$ cat config.mk
export PLATFORM = sky130hd
export DESIGN_NAME = mp_uart_rx
export DESIGN_NICKNAME = d
export VERILOG_FILES = /design/src/rtl/mp_uart_rx_pkg.sv /design/src/rtl/mp_rx_line_sync.sv /design/src/rtl/mp_rx_framer.sv /design/src/rtl/mp_rx_deliver.sv /design/src/rtl/mp_uart_rx.sv
export SDC_FILE = /design/constraint.sdc
export NUM_CORES = 1
export LEC_CHECK = 0
export ABC_AREA = 0
export BUFFER_PORTS_ARGS = -buffer_cell sky130_fd_sc_hd__buf_4
export CAP_MARGIN = 20
export CORE_ASPECT_RATIO = 0.7
export CORE_UTILIZATION = 26
export CTS_BUF_LIST = sky130_fd_sc_hd__clkbuf_16
export CTS_CLUSTER_SIZE = 25
export DETAILED_ROUTE_END_ITERATION = 10
export PLACE_DENSITY = 0.48
export SLEW_MARGIN = 5
export SYNTH_ARGS = -nofsm -noshare
export SYNTH_HDL_FRONTEND = slang
export SYNTH_SLANG_ARGS = --single-unit
$ cat constraint.sdc
create_clock -name clk_i -period 2.55 [get_ports clk_i]
set_clock_uncertainty 0.05 [all_clocks]
set_input_delay 0.255 -clock clk_i [delete_from_list [all_inputs] [get_ports clk_i]]
set_output_delay 0.255 -clock clk_i [all_outputs]
set_load 0.02 [all_outputs]
$ cat src/rtl/mp_uart_rx_pkg.sv
package mp_uart_rx_pkg;
  typedef enum logic [2:0] {
    ST_IDLE,
    ST_START,
    ST_DATA,
    ST_TYPE,
    ST_STOP
  } rx_state_e;
endpackage

$ cat src/rtl/mp_rx_line_sync.sv
module mp_rx_line_sync #(
  parameter int STAGES = 2
) (
  input  logic clk_i,
  input  logic rst_ni,
  input  logic d_i,
  output logic q_o
);
  logic [STAGES-1:0] chain_q;

  for (genvar g = 0; g < STAGES; g++) begin : g_stage
    always_ff @(posedge clk_i or negedge rst_ni) begin
      if (!rst_ni) chain_q[g] <= 1'b1;
      else if (g == 0) chain_q[g] <= d_i;
      else chain_q[g] <= chain_q[(g == 0) ? 0 : g-1];
    end
  end

  assign q_o = chain_q[STAGES-1];
endmodule

$ cat src/rtl/mp_rx_framer.sv
module mp_rx_framer
  import mp_uart_rx_pkg::*;
#(
  parameter int OSR    = 16,
  parameter int DATA_W = 8,
  parameter int SIZE_W = 4
) (
  input  logic              clk_i,
  input  logic              rst_ni,
  input  logic              tick_i,
  input  logic              line_i,
  input  logic [SIZE_W-1:0] size_i,
  output logic              frm_valid_o,
  output logic [DATA_W-1:0] frm_data_o,
  output logic              frm_type_o,
  output logic              frm_stop_ok_o
);
  localparam int CNT_W = $clog2(OSR);
  localparam int IDX_W = $clog2(DATA_W + 1);
  localparam int MID   = OSR / 2;
  localparam logic [CNT_W-1:0] SMP_A = CNT_W'(MID - 1);
  localparam logic [CNT_W-1:0] SMP_B = CNT_W'(MID);
  localparam logic [CNT_W-1:0] SMP_C = CNT_W'(MID + 1);
  localparam logic [CNT_W-1:0] LAST  = CNT_W'(OSR - 1);
  localparam int MIN_SIZE = 5;

  rx_state_e         state_q;
  logic [CNT_W-1:0]  cnt_q;
  logic [IDX_W-1:0]  idx_q, nb_q, nb_req;
  logic [1:0]        votes_q;
  logic [DATA_W-1:0] shreg_q;
  logic              maj;

  // data-field width: clamp to [5, DATA_W]; 9-bit mode uses DATA_W data bits
  always_comb begin
    if (32'(size_i) < MIN_SIZE)       nb_req = IDX_W'(MIN_SIZE);
    else if (32'(size_i) >= DATA_W)   nb_req = IDX_W'(DATA_W);
    else                              nb_req = IDX_W'(size_i);
  end

  assign maj = (votes_q[0] & votes_q[1]) | (votes_q[0] & line_i) | (votes_q[1] & line_i);
  assign frm_data_o = shreg_q >> (IDX_W'(DATA_W) - nb_q);

  always_ff @(posedge clk_i or negedge rst_ni) begin
    if (!rst_ni) begin
      state_q       <= ST_IDLE;
      cnt_q         <= '0;
      idx_q         <= '0;
      nb_q          <= IDX_W'(DATA_W);
      votes_q       <= '0;
      shreg_q       <= '0;
      frm_valid_o   <= 1'b0;
      frm_type_o    <= 1'b0;
      frm_stop_ok_o <= 1'b0;
    end else begin
      frm_valid_o <= 1'b0;
      if (tick_i) begin
        if (state_q == ST_IDLE) begin
          if (!line_i) begin
            state_q <= ST_START;
            cnt_q   <= '0;
            nb_q    <= nb_req;
          end
        end else begin
          cnt_q <= (cnt_q == LAST) ? '0 : cnt_q + 1'b1;
          if (cnt_q == SMP_A) votes_q[0] <= line_i;
          if (cnt_q == SMP_B) votes_q[1] <= line_i;
          if (cnt_q == SMP_C) begin
            unique case (state_q)
              ST_START: if (maj) state_q <= ST_IDLE;
              ST_DATA:  shreg_q <= {maj, shreg_q[DATA_W-1:1]};
              ST_TYPE:  frm_type_o <= maj;
              ST_STOP: begin
                frm_valid_o   <= 1'b1;
                frm_stop_ok_o <= maj;
                state_q       <= ST_IDLE;
              end
              default: ;
            endcase
          end
          if (cnt_q == LAST) begin
            unique case (state_q)
              ST_START: begin
                state_q <= ST_DATA;
                idx_q   <= '0;
              end
              ST_DATA: begin
                if (idx_q == nb_q - 1'b1) state_q <= ST_TYPE;
                else idx_q <= idx_q + 1'b1;
              end
              ST_TYPE: state_q <= ST_STOP;
              default: ;
            endcase
          end
        end
      end
    end
  end
endmodule

$ cat src/rtl/mp_rx_deliver.sv
module mp_rx_deliver #(
  parameter int DATA_W = 8
) (
  input  logic              clk_i,
  input  logic              rst_ni,
  input  logic              filter_en_i,
  input  logic              rd_i,
  input  logic              frm_valid_i,
  input  logic [DATA_W-1:0] frm_data_i,
  input  logic              frm_type_i,
  input  logic              frm_stop_ok_i,
  output logic [DATA_W-1:0] data_o,
  output logic              type_o,
  output logic              rx_done_o,
  output logic              frame_err_o,
  output logic              overrun_o
);
  logic accept;

  assign accept = frm_valid_i & (~filter_en_i | frm_type_i);

  always_ff @(posedge clk_i or negedge rst_ni) begin
    if (!rst_ni) begin
      data_o      <= '0;
      type_o      <= 1'b0;
      rx_done_o   <= 1'b0;
      frame_err_o <= 1'b0;
      overrun_o   <= 1'b0;
    end else begin
      if (rd_i) begin
        rx_done_o   <= 1'b0;
        frame_err_o <= 1'b0;
        overrun_o   <= 1'b0;
      end
      if (accept) begin
        if (rx_done_o && !rd_i) begin
          overrun_o <= 1'b1;
        end else begin
          data_o      <= frm_data_i;
          type_o      <= frm_type_i;
          rx_done_o   <= 1'b1;
          frame_err_o <= ~frm_stop_ok_i;
        end
      end
    end
  end
endmodule

$ cat src/rtl/mp_uart_rx.sv
module mp_uart_rx #(
  parameter int OSR         = 16,
  parameter int DATA_W      = 8,
  parameter int SIZE_W      = 4,
  parameter int SYNC_STAGES = 2
) (
  input  logic              clk_i,
  input  logic              rst_ni,
  input  logic              tick_i,
  input  logic              rxd_i,
  input  logic [SIZE_W-1:0] char_size_i,
  input  logic              filter_en_i,
  input  logic              rd_i,
  output logic [DATA_W-1:0] data_o,
  output logic              type_o,
  output logic              rx_done_o,
  output logic              frame_err_o,
  output logic              overrun_o
);
  logic              line_s;
  logic              frm_valid, frm_type, frm_stop_ok;
  logic [DATA_W-1:0] frm_data;

  mp_rx_line_sync #(.STAGES(SYNC_STAGES)) u_sync (
    .clk_i (clk_i),
    .rst_ni(rst_ni),
    .d_i   (rxd_i),
    .q_o   (line_s)
  );

  mp_rx_framer #(.OSR(OSR), .DATA_W(DATA_W), .SIZE_W(SIZE_W)) u_framer (
    .clk_i        (clk_i),
    .rst_ni       (rst_ni),
    .tick_i       (tick_i),
    .line_i       (line_s),
    .size_i       (char_size_i),
    .frm_valid_o  (frm_valid),
    .frm_data_o   (frm_data),
    .frm_type_o   (frm_type),
    .frm_stop_ok_o(frm_stop_ok)
  );

  mp_rx_deliver #(.DATA_W(DATA_W)) u_deliver (
    .clk_i        (clk_i),
    .rst_ni       (rst_ni),
    .filter_en_i  (filter_en_i),
    .rd_i         (rd_i),
    .frm_valid_i  (frm_valid),
    .frm_data_i   (frm_data),
    .frm_type_i   (frm_type),
    .frm_stop_ok_i(frm_stop_ok),
    .data_o       (data_o),
    .type_o       (type_o),
    .rx_done_o    (rx_done_o),
    .frame_err_o  (frame_err_o),
    .overrun_o    (overrun_o)
  );
endmodule

Word level (Yosys, flattened, before mapping)
Index checks and enable logic that the tools add are counted.
{"block": "totals", "out_inout_bits": 12, "word_cells": 88, "register_bits": 42}
{"block": "classes", "addsub": 4, "reduce_logical": 13, "n_lt_le_gt_ge": 2, "shifts": 1, "n_bitwise": 12, "mux": 28, "n_eq_ne": 11}
{"op": "$mux 4", "count": 6}
{"op": "$mux 3", "count": 6}
{"op": "$mux 1", "count": 13}
{"op": "$eq 4x4->1 const B", "count": 3}
{"op": "$reduce_and 4->1", "count": 3}
{"op": "$pmux 3 s3", "count": 1}
{"op": "$reduce_and 3->1", "count": 3}
{"op": "$add 4x1->4 const B", "count": 2}
{"op": "$pmux 4 s2", "count": 1}
{"op": "$shr 8x4->8", "count": 1}
{"op": "$eq 3x2->1 const B", "count": 2}
{"op": "$pmux 3 s2", "count": 1}
{"op": "$not 1->1", "count": 5}
{"op": "$reduce_and 5->1", "count": 1}
{"op": "$and 1x1->1", "count": 4}
{"op": "$eq 4x3->1 const B", "count": 1}
{"op": "$eq 4x4->1", "count": 1}
{"op": "$ge 4x4->1 const B", "count": 1}
{"op": "$lt 4x3->1 const B", "count": 1}
{"op": "$ne 2x2->1 const B", "count": 2}
{"op": "$reduce_and 2->1", "count": 2}
{"op": "$sub 4x1->4 const B", "count": 1}
{"op": "$sub 4x4->4 const A", "count": 1}
{"op": "$eq 3x1->1 const B", "count": 1}
{"op": "6 further kinds", "count": 8}

Depth between registers and ports, before layout
Gate-level depths: netlist of the first run.
{"block": "logic_depth", "word_depth": 10, "ltp_mapped": 8, "ltp_nobuf": 6}

By module
A second synthesis of the first run with hierarchy kept.
{"block": "unflattened", "cells_unflattened": 199, "hier_area_um2": 2285.9}
{"module": "mp_rx_framer", "instances": 1, "seq_area_each_um2": 701.9, "cells_per_inst": 167, "area_per_inst_um2": 1762.9}
{"module": "mp_rx_deliver", "instances": 1, "seq_area_each_um2": 300.3, "cells_per_inst": 30, "area_per_inst_um2": 470.5}
{"module": "mp_rx_line_sync", "instances": 1, "seq_area_each_um2": 52.6, "cells_per_inst": 2, "area_per_inst_um2": 52.6}

Worst setup path before layout of the first run
Ideal clock, no wire load.
{"block": "synth_path", "kind": "register -> register", "startpoint": "register u_framer.nb_q[0]", "endpoint": "register u_framer.idx_q[0]", "t_arrival_ns": 1.947, "path_slack_ns": 0.425, "stages_incl_launch_ff": 8, "setup_time_ns": 0.128, "path_buffers": 1, "cell_sequence": "dfrtp_1 > buf_4 > inv_1 > ha_1 > xnor3_1 > and4_1 > a21boi_4 > mux2_1"}
{"block": "synth_between", "elab_chain_len": 4}
{"item": "start: declaration", "line_no": "mp_rx_framer.sv:29", "rtl": "logic [IDX_W-1:0] idx_q, nb_q, nb_req;"}
{"item": "start signal: assignment", "line_no": "mp_rx_framer.sv:49", "rtl": "nb_q <= IDX_W'(DATA_W);"}
{"item": "start signal: assignment", "line_no": "mp_rx_framer.sv:62", "rtl": "nb_q <= nb_req;"}
{"item": "$sub 4x1->4", "line_no": "mp_rx_framer.sv:88", "rtl": "if (idx_q == nb_q - 1'b1) state_q <= ST_TYPE;"}
{"item": "$eq 4x4->1", "line_no": "mp_rx_framer.sv:88"}
{"item": "$ne 2x2->1 (no source line)"}
{"item": "$reduce_and 5->1 (no source line)"}
{"item": "end signal: assignment", "line_no": "mp_rx_framer.sv:89", "rtl": "else idx_q <= idx_q + 1'b1;"}
{"item": "end: declaration", "line_no": "mp_rx_framer.sv:29"}
No other way between the ends.
A chain may end at the register's enable or synchronous reset.

Worst setup path in the final report of the first run
{"block": "layout_path", "startpoint": "register u_framer.cnt_q[0]", "endpoint": "register u_framer.idx_q[0]"}
{"block": "layout_between", "elab_chain_len": 2}
{"item": "start: declaration", "line_no": "mp_rx_framer.sv:28", "rtl": "logic [CNT_W-1:0] cnt_q;"}
{"item": "start signal: assignment", "line_no": "mp_rx_framer.sv:65", "rtl": "cnt_q <= (cnt_q == LAST) ? '0 : cnt_q + 1'b1;"}
{"item": "$eq 4x4->1", "line_no": "mp_rx_framer.sv:81", "rtl": "if (cnt_q == LAST) begin"}
{"item": "$reduce_and 5->1 (no source line)"}
No other way between the ends.

==> results of run 1 <==
what timing repair did:
action / CTS / global route
hold buffers: 1 / 0
hold endpoints to repair: 39 / 0
resized for setup: 0 / 0
flip-flops by register name, summed over array words and instances (netlist names):
signal                  flops
u_framer.frm_valid_o        1
u_framer.nb_q               4
u_sync.q_o                  1
u_sync.chain_q              1
u_framer.state_q            3
u_deliver.overrun_o         1
u_framer.idx_q              4
u_framer.frm_stop_ok_o      1
u_framer.frm_type_o         1
u_framer.cnt_q              4
u_deliver.data_o            8
u_framer.shreg_q            8
u_deliver.frame_err_o       1
u_framer.votes_q            2
u_deliver.rx_done_o         1
u_deliver.type_o            1
power by group through the flow:
stage / Clock [uW] / Sequential [uW] / Combinational, uW
3_5_place_dp: 0 / 903 / 453
5_1_grt: 661 / 910 / 517
6_report: 609 / 895 / 449
4_1_cts: 627 / 891 / 456
2_1_floorplan: 0 / 856 / 379
3_3_place_gp: 0 / 903 / 451
layer usage:
layer | GRT usage, % | routed length, microns | vias up
met2 | 13.68 | 1587 | 25
li1 | - | - | 763
met4 | 3.947 | 59 | 0
met3 | 3.569 | 183 | 7
met1 | 16.62 | 2515 | 733
met5 | 0 | 0 | -
cell usage after synthesis, drive strengths merged, types with 2 or more instances:
master | instances | area (sq um)
nand4 | 2 | 12.51
a32o | 2 | 20.02
mux2i | 9 | 90.09
nor2 | 6 | 38.79
ha | 6 | 75.07
nor3 | 9 | 55.05
mux4 | 2 | 45.04
o31ai | 2 | 15.01
clkbuf | 3 | 11.26
a31oi | 5 | 31.28
xnor2 | 3 | 26.28
buf | 4 | 22.52
mux2 | 16 | 180.2
dfrtp | 39 | 975.9
and3b | 2 | 17.52
nor3b | 3 | 27.52
dfstp | 3 | 78.83
nand2 | 21 | 81.33
nand3b | 3 | 22.52
o2bb2ai | 2 | 17.52
o21ai | 10 | 50.05
inv | 8 | 30.03
a22o | 5 | 43.79
nand3 | 3 | 15.01
xor2 | 3 | 33.79
xnor3 | 2 | 45.04
nand2b | 7 | 43.79
cell families (layout without fill, tap and decap cells):
kind of cell,Yosys count,in the layout,synth area share [%]
XOR/XNOR,9,9,5.735
AND/OR/NAND/NOR,62,62,16.15
adder cells (fa/ha/maj),7,7,3.786
buffers and inverters,15,41,2.840
multiplexers,27,27,14.03
AO/OA/AOI/OAI,32,32,10.52
flip-flops,42,42,46.94
worst reg2reg max path: cells and delay by family, from the launching register on:
family | cells | cell delay, ns
AO/OA/AOI/OAI | 1 | 0.29
adder cells (fa/ha/maj) | 1 | 0.25
flip-flops | 1 | 0.43
multiplexers | 1 | 0.34
AND/OR/NAND/NOR | 2 | 0.52
placed cells by master, fill, tap and decap left out, drive strengths merged, types with 3 or more instances in the layout:
cell type and instances:
a31oi 5, ha 6, clkbuf 5, dfstp 3
o21ai 10, nor3 9, nor3b 3, buf 24
inv 9, xnor2 3, nor2 6, nand3 3
a22o 5, nand2b 7, nand2 21, xor2 3
nand3b 3, dfrtp 39, mux2i 9, mux2 16
cell type report:
cell class / count / area (sq um) / share of cell area [%]
tap: 101 / 126.4 / 4.737
timing repair buffer: 25 / 190.2 / 7.129
clock buffer: 5 / 125.1 / 4.690
multi-input combinational: 137 / 1129 / 42.31
clock inverter: 3 / 12.51 / 0.4690
inverter: 8 / 30.03 / 1.126
sequential: 42 / 1055 / 39.54
path summary, 6_finish.rpt:
path / endpoint / start
min in group asynchronous: u_deliver.data_o[6] / rst_ni
worst min register to register: u_sync.q_o / u_sync.chain_q[0]
worst min-delay path: u_sync.chain_q[0] / rxd_i
worst max register to register: u_framer.idx_q[0] / u_framer.cnt_q[0]
max in group asynchronous: u_sync.q_o / rst_ni
worst max-delay path: u_framer.idx_q[0] / u_framer.cnt_q[0]
metrics by stage:
| stage | setup WS (ns) | total power, uW | utilization, % | instance area (sq um) |
|---|---|---|---|---|
| after floorplan | 0.4250 | 1235 | - | 2247 |
| after global placement | 0.5979 | 1354 | 31.08 | 2520 |
| after detailed placement | 0.5346 | 1355 | 31.08 | 2520 |
| after CTS | 0.5222 | 1974 | 32.90 | 2668 |
| after global routing | 0.4011 | 2087 | 32.90 | 2668 |
| final | 0.5513 | 1954 | 32.90 | 2668 |
==> flow_summary.yaml, run 1 <==
run_status:
  run_status: "finished clean"
setup_path:
  critPathLaunchType: "flop"
  cp_cell_sequence: "ha_1 -> nand4_1 -> nor3_1 -> a21boi_4 -> mux2_1"
  cp.depth: 5
  reg2reg_depth: 5
  cp_slowest_cell: "dfrtp_1"
  cp-end-kind: "flop"
  r2r_setup_slack_ns: 0.55
  cp_top_family: "simple AND/OR/NAND/NOR gates"
  worstSetupPathType: "reg -> reg"
  max_stage_delay_ns: 0.43
  path_max_fanout: 6
  critical_path_buf_inv_count: 0
  cp.required_ns: 2.67
  cp_data_arrival_time_ns: 2.12
pwr:
  p_int_uw: 1351
  swShare_pct: 30.85
  leakage_uw: 0.001210
  seqPwrFrac_pct: 45.8
  power.clock.fraction_pct: 31.2
  p_sw_uw: 602.7
  p_per_area_mw_per_mm2: 732.4
  p_comb_share_pct: 23.0
  ir_drop_mv: 0.2619
die:
  start_util_pct: 27.72
  die_area_sq_mm: 0.009024
  fp.dieH_microns: 79.78
  core_area_sq_mm: 0.008108
  fp.dieW_microns: 113.1
  ioPinCount: 22
  fp-row-count: 27
sta:
  hold_slack_ns: 0.02609
  layout_min_cycle_time_ns: 1.999
  rsz0062_at_grt: "false"
  setup_violations: 0
  slew_violations: 0
  finalSetupTns_ns: 0
  fmax_mhz: 500.3
  slew-limit-headroom_pct: 64.23
  tightest_slew_ns: 0.5365
  finalHoldViolations: 0
  period_share_pct: 78.38
placement:
  dpl.cell_count: 312
  globalplace.congestion: 0.8536
  port_buffers: 21
  dp_hpwl_mm: 3.133
drt:
  num_vias: 1528
  drt-wirelength-per-cell_microns: 13.54
  ant_nets: 0
  wl_mm: 4.346
  dr.pass1.iters: 4
  drtIter0Drc: 48
  via_per_inst: 4.760
  drc: 0
yosys:
  yosysSeqAreaShare_pct: 46.94
  synth_edf_count: 0
  synth_cell_types: 50
  synth_seq_cells: 42
  async_flop_share_pct: 100.0
  synthCells: 194
  synth_flop_cell: "dfrtp_1"
  syn-num-nets: 210
  mappedNetlistArea_sq_mm: 0.002247
  synth.avg_cell_area_sq_um: 11.58
  yosysWarnings: 0
clocking:
  cts_tree: "done"
  cts.path.max_buffers: 2
  cts_made_buffers: 5
  postCtsSetupBuffers: 0
  h-tree-depth: 2
  cts_num_sinks: 42
  clk_pin_slew_ns: 0.06
  clock_latency_ns: 0.28
  root_buffer: "clkbuf_16"
layout:
  diodes: 0
  nFillCells: 829
  area_growth_pct: 18.71
  final_nets: 235
  fin_cells: 321
  final_layout_size_suffix_gt1_share_pct: 22.27
hold_path:
  hold_path_class: "in -> reg"
  hold_depth: 1
job:
  drv_cap: 0
global_routing:
  grt_max_degree: 43
  antenna_found_initial: 0
  grt-ovfl-total: 0
  grt_usage_pct: 10.88
  grt_pass1_wl_mm: 7.569
  grt_pass1_vias: 1447
Power figures use the tool's default switching activity.
==> inputs of run 2 (changes only) <==
--- a/config.mk
+++ b/config.mk
@@ -13,7 +13,7 @@
 export CTS_BUF_LIST = sky130_fd_sc_hd__clkbuf_16
 export CTS_CLUSTER_SIZE = 25
 export DETAILED_ROUTE_END_ITERATION = 10
-export PLACE_DENSITY = 0.48
+export PLACE_DENSITY = 0.5
 export SLEW_MARGIN = 5
 export SYNTH_ARGS = -nofsm -noshare
 export SYNTH_HDL_FRONTEND = slang
==> constraint.sdc (replaced) <==
create_clock -name clk_i -period 1.6 [get_ports clk_i]
set_clock_uncertainty 0.05 [all_clocks]
set_input_delay 0.16 -clock clk_i [delete_from_list [all_inputs] [get_ports clk_i]]
set_output_delay 0.16 -clock clk_i [all_outputs]
set_load 0.02 [all_outputs]
==> run 2 against run 1 <==
The flow now finishes with violations (setup timing). Worst hold slack improved by 0.023 ns. Combinational power rose to 2.8 times the previous value. Sequential power rose by 53%. Largest power group unchanged. Utilization rose by 7.3 points. Clock-buffer cell count did not move. Global-route usage rose by 1.5 points.
==> flow_summary.yaml, run 2 (synthesis results as in run 1) <==
drt:
  wl_mm: 5.083
  drtIter0Drc: 69
  ant_nets: 0
  drc: 0
  via_per_inst: 4.574
  drt-wirelength-per-cell_microns: 13.70
  dr.pass1.iters: 4
  num_vias: 1697
pwr:
  ir_drop_mv: 0.6345
  p_per_area_mw_per_mm2: 1154
  leakage_uw: 0.001513
  totalPowerFinal_uw: 3763
sta:
  finalSetupTns_ns: -1.439
  hold_slack_ns: 0.04887
  setup_ws_ns: -0.1242
  fmax_mhz: 580.0
  period_share_pct: 107.8
  slew_violations: 0
  finalHoldViolations: 0
  layout_min_cycle_time_ns: 1.724
  setup_violations: 17
  slew-limit-headroom_pct: 62.19
  rsz0062_at_grt: "true"
  tightest_slew_ns: 0.5672
layout:
  final_nets: 285
  area_growth_pct: 45.04
  final_common_cell: "buf_4"
  finalCoreUtilization_pct: 40.20
  final_cell_mix: "buf_4 (67), dfrtp_1 (38), nand2_1 (20)"
  diodes: 0
  final_area_sq_mm: 0.003259
  final_layout_size_suffix_gt1_share_pct: 46.67
  reg.largest.list: "u_deliver.data_o: 8 flops, u_framer.shreg_q: 8 flops"
die:
  start_util_pct: 27.72
  core_area_sq_mm: 0.008108
  fp.dieH_microns: 79.78
  fp.dieW_microns: 113.1
  ioPinCount: 22
  fp-row-count: 27
  die_area_sq_mm: 0.009024
setup_path:
  worstSetupPathType: "reg -> reg"
  path_max_fanout: 3
  cp_cell_sequence: "buf_4 -> nor3_4 -> xnor3_2 -> a21boi_4 -> mux2_4"
  max_stage_delay_ns: 0.40
  cp_top_family: "flip-flops"
  critical_path_buf_inv_count: 1
  cp_slowest_cell: "dfrtp_1"
  critPathLaunchType: "flop"
  cp_data_arrival_time_ns: 1.85
  cp.required_ns: 1.72
  cp-end-kind: "flop"
clocking:
  root_buffer: "clkbuf_16"
  h-tree-depth: 2
  cts_tree: "done"
  clock_latency_ns: 0.29
  cts_made_buffers: 5
  cts.path.max_buffers: 2
  clk_pin_slew_ns: 0.06
  cts_num_sinks: 42
placement:
  dp_hpwl_mm: 3.692
  globalplace.congestion: 0.7849
  port_buffers: 21
  dpl_cell_area_sq_mm: 0.002907
job:
  drv_cap: 0
global_routing:
  grt_usage_pct: 12.35
  grt_pass1_vias: 1660
  grt_pass1_wl_mm: 8.431
  grt-ovfl-total: 0
  grt_max_degree: 43
  antenna_found_initial: 0
run_status:
  violations: "setup timing"
  run_status: "finished with violations"
hold_path:
  hold_path_class: "in -> reg"
run 2: cell types whose count changed in the layout (fill, tap and decap cells not counted), sizes merged:
cell         previous run  this run
bufinv                  0         1
dlygate4sd3             1         3
buf                    24        72
clkinv                  2         1
run 2: worst reg2reg max path: cells and delay by family (launching register included):
kind / cells / cell delay [ns]
AO/OA/AOI/OAI: 1 / 0.20
XOR/XNOR: 1 / 0.32
AND/OR/NAND/NOR: 1 / 0.20
multiplexers: 1 / 0.31
buffers and inverters: 1 / 0.15
flip-flops: 1 / 0.40
run 2: timing repair:
action                                  4_1_cts  5_1_grt
pin swaps                                    10        6
hold endpoints to repair                     41        0
gates cloned                                  0        0
gates resized for setup                      17       10
hold buffers                                  3        0
endpoints found under the setup margin       25       32
buffers inserted                              5        3
run 2: per-stage QoR:
stage               std cells  setup slack (ns)
floorplan                 194           -0.2502
global placement          353           -0.1708
detailed placement        353           -0.1721
CTS                       368           -0.1424
global route              371           -0.1777
finish                    371           -0.1242
run 2: worst paths after layout:
check | start | end | slack, ns | cells after the start
worst min register to register | u_sync.chain_q[0] | u_sync.q_o | 0.31 | 0
worst max register to register | u_framer.nb_q[2] | u_framer.idx_q[0] | -0.12 | 5
max in group asynchronous | rst_ni | u_framer.state_q[1] | 0.72 | 2
worst max-delay path | u_framer.nb_q[2] | u_framer.idx_q[0] | -0.12 | 5
min in group asynchronous | rst_ni | u_framer.shreg_q[0] | 0.36 | 2
worst min-delay path | char_size_i[3] | u_framer.nb_q[0] | 0.05 | 2
run 2: report_power, final:
group          internal (uW)  leakage, uW  switching [uW]
combinational            741     0.000881             520
clock                    725    0.0000826             408
sequential              1220     0.000549             151
run 2: cell type report:
| class | instances | area, sq um |
|---|---|---|
| Timing Repair Buffer | 75 | 598.1 |
| Clock buffer | 5 | 125.1 |
| Fill cell | 778 | 4848 |
| Clock inverter | 3 | 37.54 |
| Multi-Input combinational cell | 137 | 1284 |
| Sequential cell | 42 | 1056 |
| Tap cell | 101 | 126.4 |
| Inverter | 8 | 32.53 |
run 2: layer usage:
metal	GRT usage, %	vias up	share of wire, %
met4	4.342	0	1.1
met2	17.98	29	40
met5	0	-	0
met1	17.51	807	55
met3	3.265	8	3.3
li1	-	853	-
==> inputs of run 3 (changes only) <==
--- a/config.mk
+++ b/config.mk
@@ -6,14 +6,14 @@
 export NUM_CORES = 1
 export LEC_CHECK = 0
 export ABC_AREA = 0
-export BUFFER_PORTS_ARGS = -buffer_cell sky130_fd_sc_hd__buf_4
 export CAP_MARGIN = 20
 export CORE_ASPECT_RATIO = 0.7
 export CORE_UTILIZATION = 26
 export CTS_BUF_LIST = sky130_fd_sc_hd__clkbuf_16
 export CTS_CLUSTER_SIZE = 25
 export DETAILED_ROUTE_END_ITERATION = 10
-export PLACE_DENSITY = 0.5
+export DONT_BUFFER_PORTS = 1
+export PLACE_DENSITY = 0.46
 export SLEW_MARGIN = 5
 export SYNTH_ARGS = -nofsm -noshare
 export SYNTH_HDL_FRONTEND = slang
==> constraint.sdc (replaced) <==
create_clock -name clk_i -period 2.2 [get_ports clk_i]
set_clock_uncertainty 0.05 [all_clocks]
set_input_delay 0.22 -clock clk_i [delete_from_list [all_inputs] [get_ports clk_i]]
set_output_delay 0.22 -clock clk_i [all_outputs]
set_load 0.02 [all_outputs]
==> run 3 against run 2 <==
The flow now finishes without violations. Non-clock buffer count decreased by 66. Clock-buffer cell count unchanged. Worst setup slack improved by 0.33 ns. Critical path depth increased by 1. Global-route usage decreased by 0.73 points. Critical path type unchanged.
==> flow_summary.yaml, run 3 (synthesis results as in run 1) <==
run_status:
  run_status: "finished clean"
layout:
  reg.largest.list: "u_deliver.data_o: 8 flops, u_framer.shreg_q: 8 flops"
  nFillCells: 827
  final_cell_mix: "dfrtp_1 (39), nand2_1 (20), mux2_1 (11)"
  diodes: 0
  final_layout_size_suffix_gt1_share_pct: 16.18
  final_nets: 219
  final_common_cell: "dfrtp_1"
  area_growth_pct: 15.20
setup_path:
  cp_data_arrival_time_ns: 2.12
  reg2reg_depth: 6
  cp-end-kind: "flop"
  critPathLaunchType: "flop"
  worstSetupPathType: "reg -> reg"
  cp_slowest_cell: "dfrtp_1"
  max_stage_delay_ns: 0.40
  cp_cell_sequence: "inv_1 -> ha_1 -> xnor3_1 -> and4_1 -> a21boi_4 -> mux2_1"
  cp.required_ns: 2.32
  path_max_fanout: 4
sta:
  fmax_mhz: 500.3
  finalSetupTns_ns: 0
  layout_min_cycle_time_ns: 1.999
  period_share_pct: 90.85
  setup_violations: 0
  slew_violations: 0
  tightest_slew_ns: 0.4714
  rsz0062_at_grt: "false"
  finalHoldViolations: 0
  setup_ws_ns: 0.2013
  slew-limit-headroom_pct: 68.49
global_routing:
  grt-ovfl-total: 0
  grt_pass1_wl_mm: 7.914
  grt_pass1_vias: 1502
  antenna_found_initial: 0
  grt_usage_pct: 11.62
  grt_max_degree: 43
pwr:
  ir_drop_mv: 0.3366
  leakage_uw: 0.001128
  power.clock.fraction_pct: 32.2
  seqPwrFrac_pct: 45.1
  p_sw_uw: 715.5
  p_int_uw: 1575
  p_comb_share_pct: 22.7
  swShare_pct: 31.23
  p_per_area_mw_per_mm2: 884.9
drt:
  route.met2.wl_mm: 1.737
  num_vias: 1514
  drtIter0Drc: 74
  via_per_inst: 4.964
  drt-wirelength-per-cell_microns: 14.93
  dr_wl_met3_microns: 246
  wl_mm: 4.553
  drc: 0
  drt-met1-wl_mm: 2.493
  ant_nets: 0
  dr.pass1.iters: 4
  dr.max_layer_used: "met4"
clocking:
  cts.path.max_buffers: 2
  cts_num_sinks: 42
  clk_pin_slew_ns: 0.06
  clock_latency_ns: 0.29
  root_buffer: "clkbuf_16"
  h-tree-depth: 2
  cts_tree: "done"
  cts_made_buffers: 5
placement:
  dp_hpwl_mm: 3.238
  globalplace.congestion: 0.8163
  port_buffers: 0
  place_worst_setup_slack_ns: 0.1877
hold_path:
  hold_depth: 1
  hold_path_class: "in -> reg"
die:
  ioPinCount: 22
  fp.dieH_microns: 79.78
  core_area_sq_mm: 0.008108
  fp-row-count: 27
  start_util_pct: 27.72
  die_area_sq_mm: 0.009024
  fp.dieW_microns: 113.1
job:
  drv_cap: 0
==> run 3: changes by cell type in the layout (fill, tap and decap cells not counted), moves of 3 or more <==
cell / previous run / this run
buf_4: 67 / 4
mux2_4: 11 / 0
mux2_1: 1 / 11
buf_6: 4 / 0
o21ai_0: 5 / 8
o21ai_1: 5 / 2
==> run 3: layout make-up <==
cell class | count | area [sq um] | share of cell area, %
repair buffers | 9 | 97.59 | 3.770
well taps | 101 | 126.4 | 4.882
clock buffers | 5 | 125.1 | 4.833
inverters | 8 | 30.03 | 1.160
clock inverters | 3 | 21.27 | 0.8217
flip-flops and latches | 42 | 1055 | 40.74
multi-input cells | 137 | 1134 | 43.79
==> run 3: stage by stage <==
step / total power, uW / std cells / hold WS (ns) / instance area (sq um) / utilization (%)
after detailed placement: 1536 / 292 / -0.1245 / 2370 / 29.23
after floorplan: 1431 / 194 / -0.1256 / 2247 / -
final: 2291 / 305 / 0.03414 / 2589 / 31.93
after global routing: 2443 / 305 / 0.03792 / 2589 / 31.93
after CTS: 2320 / 305 / 0.02613 / 2584 / 31.87
after global placement: 1542 / 292 / -0.1246 / 2370 / 29.23
==> run 3: power by group through the flow <==
| stage | Sequential [uW] | Clock (uW) | Combinational (uW) |
|---|---|---|---|
| floorplan | 992 | 0 | 439 |
| global placement | 1050 | 0 | 494 |
| detailed placement | 1040 | 0 | 493 |
| CTS | 1030 | 765 | 525 |
| global route | 1060 | 797 | 586 |
| finish | 1030 | 737 | 521 |
==> run 3: final timing paths <==
path,from,to,slack (ns)
max,u_framer.nb_q[1],u_framer.idx_q[0],0.20
min,char_size_i[3],u_framer.nb_q[3],0.03
max reg2reg,u_framer.nb_q[1],u_framer.idx_q[0],0.20
min reg2reg,u_sync.chain_q[0],u_sync.q_o,0.31
max in group asynchronous,rst_ni,u_framer.nb_q[3],1.42
min in group asynchronous,rst_ni,u_framer.state_q[1],0.42
==> run 3: critical path: cells and delay by family (launching register included) <==
family | cells | cell delay [ns]
compound gates | 1 | 0.21
xor+xnor | 1 | 0.40
fa+ha+maj | 1 | 0.14
buf+inv | 1 | 0.09
flops | 1 | 0.40
mux | 1 | 0.33
simple gates | 1 | 0.26
==> run 3: metal layers <==
| metal | GRT usage (%) | up-vias |
|---|---|---|
| met3 | 4.252 | 9 |
| li1 | - | 727 |
| met5 | 0 | - |
| met2 | 15.28 | 35 |
| met4 | 4.342 | 0 |
| met1 | 16.89 | 743 |
==> run 3: timing repair <==
action	CTS	global route
hold buffers	5	0
setup endpoints to repair	0	1
endpoints found under the hold margin	47	0
resized for setup	0	1
buffers inserted	0	0
